<file path="config.mk">
export PLATFORM = sky130hd
export DESIGN_NAME = mac_irq_coalesce
export DESIGN_NICKNAME = d
export VERILOG_FILES = /design/src/rtl/isc_pkg.sv /design/src/rtl/isc_control.sv /design/src/rtl/isc_coalesce.sv /design/src/rtl/isc_datapath.sv /design/src/rtl/mac_irq_coalesce.sv
export SDC_FILE = /design/constraint.sdc
export NUM_CORES = 1
export LEC_CHECK = 0
export BUFFER_PORTS_ARGS = -buffer_cell sky130_fd_sc_hd__clkbuf_2
export CAP_MARGIN = 5
export CORE_MARGIN = 1.5
export CORE_UTILIZATION = 50
export CTS_BUF_LIST = sky130_fd_sc_hd__clkbuf_8 sky130_fd_sc_hd__clkbuf_16
export DETAILED_ROUTE_END_ITERATION = 16
export PLACE_DENSITY = 0.69
export SYNTH_ARGS = -nofsm -noshare
export SYNTH_HDL_FRONTEND = slang
export SYNTH_SLANG_ARGS = --single-unit
</file>
<file path="constraint.sdc">
create_clock -name clk -period 4.8 [get_ports clk]
set_input_delay 0.24 -clock clk [delete_from_list [all_inputs] [get_ports clk]]
set_output_delay 0.24 -clock clk [all_outputs]
set_load 0.01 [all_outputs]
</file>
<file path="src/rtl/isc_pkg.sv">
package isc_pkg;
  localparam int EVT_W = 10;
  localparam int REG_W = 16;
  localparam int RX_OK_BIT = 0;
  localparam int TX_OK_BIT = 4;
  localparam int N_DIR = 2;
  localparam int CFG_W = REG_W / N_DIR;
  localparam logic [REG_W-1:0] COAL_RESET = 16'h1010;

  typedef enum logic [1:0] {
    ADDR_STATUS = 2'd0,
    ADDR_MASK   = 2'd1,
    ADDR_COAL   = 2'd2,
    ADDR_SPARE  = 2'd3
  } regAddr_e;

  // per-direction coalescing fields, bit order matches the register byte
  typedef struct packed {
    logic       longUnit;
    logic [2:0] thr;
    logic [3:0] tmo;
  } coalCfg_t;

  typedef struct packed {
    logic             wrStatus;
    logic             wrMask;
    logic             wrCoal;
    logic [REG_W-1:0] data;
  } regStrobe_t;
endpackage

</file>
<file path="src/rtl/isc_control.sv">
module isc_control
  import isc_pkg::*;
(
  input  logic [1:0]       busAddr,
  input  logic             busWrite,
  input  logic [REG_W-1:0] busWData,
  output regStrobe_t       strobe
);
  always_comb begin
    strobe = '0;
    strobe.data = busWData;
    if (busWrite) begin
      unique case (regAddr_e'(busAddr))
        ADDR_STATUS: strobe.wrStatus = 1'b1;
        ADDR_MASK:   strobe.wrMask = 1'b1;
        ADDR_COAL:   strobe.wrCoal = 1'b1;
        default:     ;
      endcase
    end
  end
endmodule

</file>
<file path="src/rtl/isc_coalesce.sv">
module isc_coalesce
  import isc_pkg::*;
#(
  parameter int CLK_KHZ = 125000
) (
  input  logic     clk,
  input  logic     rstN,
  input  logic     evt,
  input  coalCfg_t cfg,
  input  logic     speed100,
  input  logic     statusBit,
  output logic     fire
);
  // 5.12 us base unit expressed in clock cycles
  localparam int UNIT_BASE = (CLK_KHZ * 512) / 100000;
  localparam int UNIT_MAX  = UNIT_BASE * 160;
  localparam int PRE_W     = $clog2(UNIT_MAX + 1);

  logic [2:0]       cnt;
  logic [3:0]       units;
  logic [PRE_W-1:0] pre;
  logic [PRE_W-1:0] unitLen;
  logic [3:0]       thrEff;
  logic             pending;
  logic             timerOn;
  logic             tick;
  logic             cntFire;
  logic             tmoFire;

  always_comb begin
    unique case ({cfg.longUnit, speed100})
      2'b01:   unitLen = PRE_W'(UNIT_BASE);
      2'b00:   unitLen = PRE_W'(UNIT_BASE * 10);
      2'b11:   unitLen = PRE_W'(UNIT_BASE * 16);
      default: unitLen = PRE_W'(UNIT_BASE * 160);
    endcase
  end

  assign thrEff  = (cfg.thr == 3'd0) ? 4'd1 : {1'b0, cfg.thr};
  assign pending = (cnt != 3'd0);
  assign timerOn = pending && (cfg.tmo != 4'd0);
  assign tick    = timerOn && (pre >= unitLen - PRE_W'(1));
  assign cntFire = evt && (({1'b0, cnt} + 4'd1) >= thrEff);
  assign tmoFire = tick && (({1'b0, units} + 5'd1) >= {1'b0, cfg.tmo});
  assign fire    = !statusBit && (cntFire || tmoFire);

  always_ff @(posedge clk) begin
    if (!rstN || statusBit || fire) begin
      cnt   <= '0;
      units <= '0;
      pre   <= '0;
    end else begin
      if (evt && cnt != 3'd7) cnt <= cnt + 3'd1;
      if (timerOn) begin
        if (tick) begin
          pre   <= '0;
          units <= units + 4'd1;
        end else begin
          pre <= pre + PRE_W'(1);
        end
      end
    end
  end
endmodule

</file>
<file path="src/rtl/isc_datapath.sv">
module isc_datapath
  import isc_pkg::*;
#(
  parameter int CLK_KHZ = 125000
) (
  input  logic             clk,
  input  logic             rstN,
  input  regStrobe_t       strobe,
  input  logic [1:0]       rdAddr,
  input  logic [EVT_W-1:0] evtIn,
  input  logic             speed100,
  output logic [REG_W-1:0] rdData,
  output logic [EVT_W-1:0] statusQ,
  output logic [EVT_W-1:0] maskQ,
  output logic [REG_W-1:0] coalQ,
  output logic             irq
);
  logic [EVT_W-1:0] setVec;
  logic [EVT_W-1:0] clrVec;
  logic [N_DIR-1:0] fireVec;

  for (genvar b = 0; b < EVT_W; b++) begin : g_plain
    if (b != RX_OK_BIT && b != TX_OK_BIT) begin : g_direct
      assign setVec[b] = evtIn[b];
    end
  end

  for (genvar d = 0; d < N_DIR; d++) begin : g_dir
    localparam int BIT_POS = (d == 0) ? RX_OK_BIT : TX_OK_BIT;
    coalCfg_t cfg;
    assign cfg = coalCfg_t'(coalQ[d*CFG_W +: CFG_W]);
    isc_coalesce #(.CLK_KHZ(CLK_KHZ)) u_coal (
      .clk       (clk),
      .rstN      (rstN),
      .evt       (evtIn[BIT_POS]),
      .cfg       (cfg),
      .speed100  (speed100),
      .statusBit (statusQ[BIT_POS]),
      .fire      (fireVec[d])
    );
    assign setVec[BIT_POS] = fireVec[d];
  end

  assign clrVec = strobe.wrStatus ? strobe.data[EVT_W-1:0] : '0;

  always_ff @(posedge clk) begin
    if (!rstN) begin
      statusQ <= '0;
      maskQ   <= '0;
      coalQ   <= COAL_RESET;
    end else begin
      statusQ <= (statusQ & ~clrVec) | setVec;
      if (strobe.wrMask) maskQ <= strobe.data[EVT_W-1:0];
      if (strobe.wrCoal) coalQ <= strobe.data;
    end
  end

  assign irq = |(statusQ & maskQ);

  always_comb begin
    unique case (regAddr_e'(rdAddr))
      ADDR_STATUS: rdData = REG_W'(statusQ);
      ADDR_MASK:   rdData = REG_W'(maskQ);
      ADDR_COAL:   rdData = coalQ;
      default:     rdData = '0;
    endcase
  end
endmodule

</file>
<file path="src/rtl/mac_irq_coalesce.sv">
module mac_irq_coalesce
  import isc_pkg::*;
#(
  parameter int CLK_KHZ = 125000
) (
  input  logic             clk,
  input  logic             rstN,
  input  logic [1:0]       busAddr,
  input  logic             busWrite,
  input  logic [REG_W-1:0] busWData,
  output logic [REG_W-1:0] busRData,
  input  logic [EVT_W-1:0] evtIn,
  input  logic             speed100,
  output logic             irq
);
  regStrobe_t       strobe;
  logic [EVT_W-1:0] statusVec;
  logic [EVT_W-1:0] maskVec;
  logic [REG_W-1:0] coalVec;

  isc_control u_ctl (
    .busAddr  (busAddr),
    .busWrite (busWrite),
    .busWData (busWData),
    .strobe   (strobe)
  );

  isc_datapath #(.CLK_KHZ(CLK_KHZ)) u_dp (
    .clk      (clk),
    .rstN     (rstN),
    .strobe   (strobe),
    .rdAddr   (busAddr),
    .evtIn    (evtIn),
    .speed100 (speed100),
    .rdData   (busRData),
    .statusQ  (statusVec),
    .maskQ    (maskVec),
    .coalQ    (coalVec),
    .irq      (irq)
  );
endmodule

</file>
==> out/results.tsv <==
stage	metric	value	unit
run_status	outcome	finished, final reports clean	
timing	tightest_slew	0.985	ns
timing	rsz0062_at_grt	no	
yosys	yosys_register_bits	84	
detailed_routing	drt_iter0_markers	156	
grt	antenna_found_initial	0	
detailed_routing	vias_per_cell	5.65	
yosys	ys_seq_area_share	35.6	%
yosys	synth.distinct_cells	56	
clocking	cts_max_path_buffers	2	
place	gp_congestion	0.870	
clocking	cts_resized	0	
yosys	synth_top_area_share	35.6	%
power_and_ir_drop	p_sw	0.380	mW
flow_run	maxCapViolCount	0	
clocking	cts.sinks	84	
min_path	min_to	u_dp.statusQ[3]$_SDFF_PN0_	
worst_setup_path	startpoint	u_dp.g_dir[1].u_coal.cnt[0]$_SDFFE_PP0P_	
clocking	tritoncts.num_buffers	9	
clocking	path_clk_slew	0.09	ns
detailed_routing	num_vias	4225	
timing	hold_violations	0	
power_and_ir_drop	peakVddDrop	0.187	mV
clocking	cts_tree	yes	
timing	min_period	2.61	ns
grt	track_usage	22.5	%
worst_setup_path	worstPathRequired	5.03	ns
final_layout	antenna_cells	0	
clocking	post-cts-setup-buffers	0	
yosys	synth_edf_count	0	
detailed_routing	drtPass1Iterations	4	
timing	drv_slew	0	
timing	final.period_utilization	54.4	%
final_layout	nNetsFinal	708	
power_and_ir_drop	switching_share	25.8	%
timing	setup_viol	0	
power_and_ir_drop	powerDensity	278	mW/mm²
power_and_ir_drop	internal_power	1.09	mW
detailed_routing	drt_wl_total	10700	µm
worst_setup_path	reg2reg_depth	8	
floorplanning	start_util	51.4	%
yosys	ys_warn_count	0	
timing	fmax	383	MHz
min_path	worst_hold_path.num_cells	3	
worst_setup_path	startpoint_type	register	
yosys	async_flop_share	0	%
grt	grt_pass1_vias	4001	
worst_setup_path	r2r_setup_slack	2.19	ns
clocking	htreeDepth	3	
power_and_ir_drop	power_frac_clock	40.4	%
place	hpwlAfterDp	8040	µm
detailed_routing	wl_per_cell	14.3	µm
detailed_routing	drc	0	
floorplanning	dieArea	0.0100	mm²
power_and_ir_drop	comb_power_share	9.9	%
timing	skew	0.0151	ns
power_and_ir_drop	seqPwrFrac	49.7	%
timing	finalSetupTns	0	ns
clocking	ctsHoldBuffers	0	
worst_setup_path	reg2reg_from	u_dp.g_dir[1].u_coal.cnt[0]$_SDFFE_PP0P_	
grt	grt_pass1_wl	18300	µm
yosys	syn_area_per_cell	8.08	µm²
clocking	worstSkewPairLatency	0.35	ns
worst_setup_path	rr_endpoint	u_dp.g_dir[1].u_coal.pre[5]$_SDFFE_PP0P_	
yosys	ys_top_cells_by_area	dfxtp_1 36%, ha_1 12%, nand2_1 7.9%	
grt	grt-ovfl-total	0	
clocking	cts_root_buffer	clkbuf_8	
place	portBuffers	48	
floorplanning	ios	49	
grt	grt_max_degree	35	
yosys	syn-cell-area	0.00473	mm²
power_and_ir_drop	p_total	1.47	mW
yosys	synth_cells	585	
min_path	hold_path.startpoint	evtIn[3]	
yosys	ys.flop_type	dfxtp_1	
detailed_routing	ant_nets	0	
worst_setup_path	crit_arrival	2.84	ns
floorplanning	core_area	0.00920	mm²
floorplanning	rows	35	
power_and_ir_drop	leakagePower	2.12	nW
yosys	synth_largest_area_cell	dfxtp_1	
floorplanning	dieHeight	100	µm
final_layout	fillers	888	
worst_setup_path	path_class	reg -> reg	
timing	slew_headroom	33.5	%
final_layout	areaGrowthSynthToFinish	12.2	%
final_layout	drive_above_1_share	11.9	%
worst_setup_path	crit_fanout	15	
worst_setup_path	critPathCaptureType	register	
min_path	hp-class	in -> reg	
floorplanning	die_x	100	µm
## Yosys cell counts, drive strengths merged (4+ instances only)
| library cell | number |
|---|---|
| xnor2 | 15 |
| xor2 | 21 |
| nand2 | 99 |
| nor3b | 4 |
| nor2 | 63 |
| nand3 | 21 |
| inv | 22 |
| ha | 44 |
| dfxtp | 84 |
| nand4 | 11 |
| nor3 | 11 |
| a211oi | 5 |
| and4 | 5 |
| and2 | 10 |
| a31oi | 5 |
| nor2b | 5 |
| a21oi | 46 |
| mux2i | 13 |
| nand2b | 9 |
| and3 | 7 |
| o21ai | 24 |
| nor4 | 5 |
| clkbuf | 12 |
## power by group through the flow
stage | registers [mW] | clock network, mW | logic (mW)
after floorplan | 0.742 | 0 | 0.0996
after global placement | 0.748 | 0 | 0.142
after detailed placement | 0.749 | 0 | 0.145
after CTS | 0.732 | 0.604 | 0.146
after global routing | 0.736 | 0.625 | 0.165
final | 0.733 | 0.595 | 0.146
## layout by cell type, fill, tap and decap left out, types with 3 or more instances in the layout
cell type and n:
nand2_1 99, dfxtp_1 84, nor2_1 63, clkbuf_2 48, a21oi_1 46, ha_1 44, inv_1 22, o21ai_0 22
xor2_1 21, nand3_1 20, xnor2_1 15, mux2i_1 13, nor3_1 11, clkbuf_8 11, and2_1 10, nand4_1 10
nand2b_1 9, nor2b_1 5, a211oi_1 5, a31oi_1 5, and4_1 5, and3_1 5, nor3b_1 4, nor4_1 4
o21bai_1 3, a22oi_1 3, o211ai_1 3, or3_1 3
## state kept, by name, summed over array words and instances, names as in the netlist
name                     flops
u_dp.g_dir.u_coal.cnt        6
u_dp.maskQ                  10
u_dp.g_dir.u_coal.units      8
u_dp.statusQ                10
u_dp.g_dir.u_coal.pre       34
u_dp.coalQ                  16
## worst max path at each step
stage                                                 endpoint  slack [ns]  cells past startpoint
finish                u_dp.g_dir[1].u_coal.pre[5]$_SDFFE_PP0P_        2.19                      8
global route          u_dp.g_dir[1].u_coal.pre[8]$_SDFFE_PP0P_        1.95                      9
CTS                   u_dp.g_dir[1].u_coal.pre[2]$_SDFFE_PP0P_        2.21                      8
detailed placement    u_dp.g_dir[1].u_coal.pre[5]$_SDFFE_PP0P_        2.21                      8
global placement    u_dp.g_dir[0].u_coal.units[0]$_SDFFE_PP0P_        2.26                      8
floorplan           u_dp.g_dir[1].u_coal.units[3]$_SDFFE_PP0P_        2.55                     10
## cell type report
cell class / instances / area (µm²) / area share (%)
Clock buffer: 11 / 151 / 2.86
Clock inverter: 5 / 83.8 / 1.58
Multi-Input combinational cell: 464 / 2900 / 54.8
Inverter: 23 / 86.3 / 1.63
Sequential cell: 84 / 1680 / 31.7
Timing Repair Buffer: 50 / 255 / 4.82
Tap cell: 111 / 139 / 2.62
## through the flow
step                setup slack, ns  instance area, µm²  cells  hold WS, ns  util, %
finish                         2.19                5300    748       0.0877     57.6
global route                   1.95                5300    748       0.0863     57.6
CTS                            2.21                5300    748       0.0789     57.6
detailed placement             2.21                5060    732        0.452     55.1
global placement               2.26                5060    732        0.445     55.1
floorplan                      2.55                4730    586        0.312        -
## metal layers
metal	global-route usage, %	routed length, µm	vias up
met4	8.88	148	0
met1	30.1	5150	1980
met3	3.13	482	16
met2	36.6	4940	100
met5	0	0	-
li1	-	-	2129
## worst max-delay path, stage by stage (launching register included)
cell and delay [ns]:
dfxtp_1 0.43, inv_1 0.07, ha_1 0.31, ha_1 0.29, a21o_1 0.11, a21oi_1 0.08, o21ai_1 0.55, nand2b_1 0.54
nor2_1 0.11
## logic make-up after synthesis
group / Yosys count / share of synthesized area, %
xor+xnor: 36 / 6.67
buf+inv: 38 / 3.07
simple gates: 259 / 25.8
fa+ha+maj: 44 / 11.6
mux: 13 / 2.75
other cells: 1 / 0.0794
flops: 84 / 35.6
compound gates: 110 / 14.4
(Power assumes the default switching activity.)
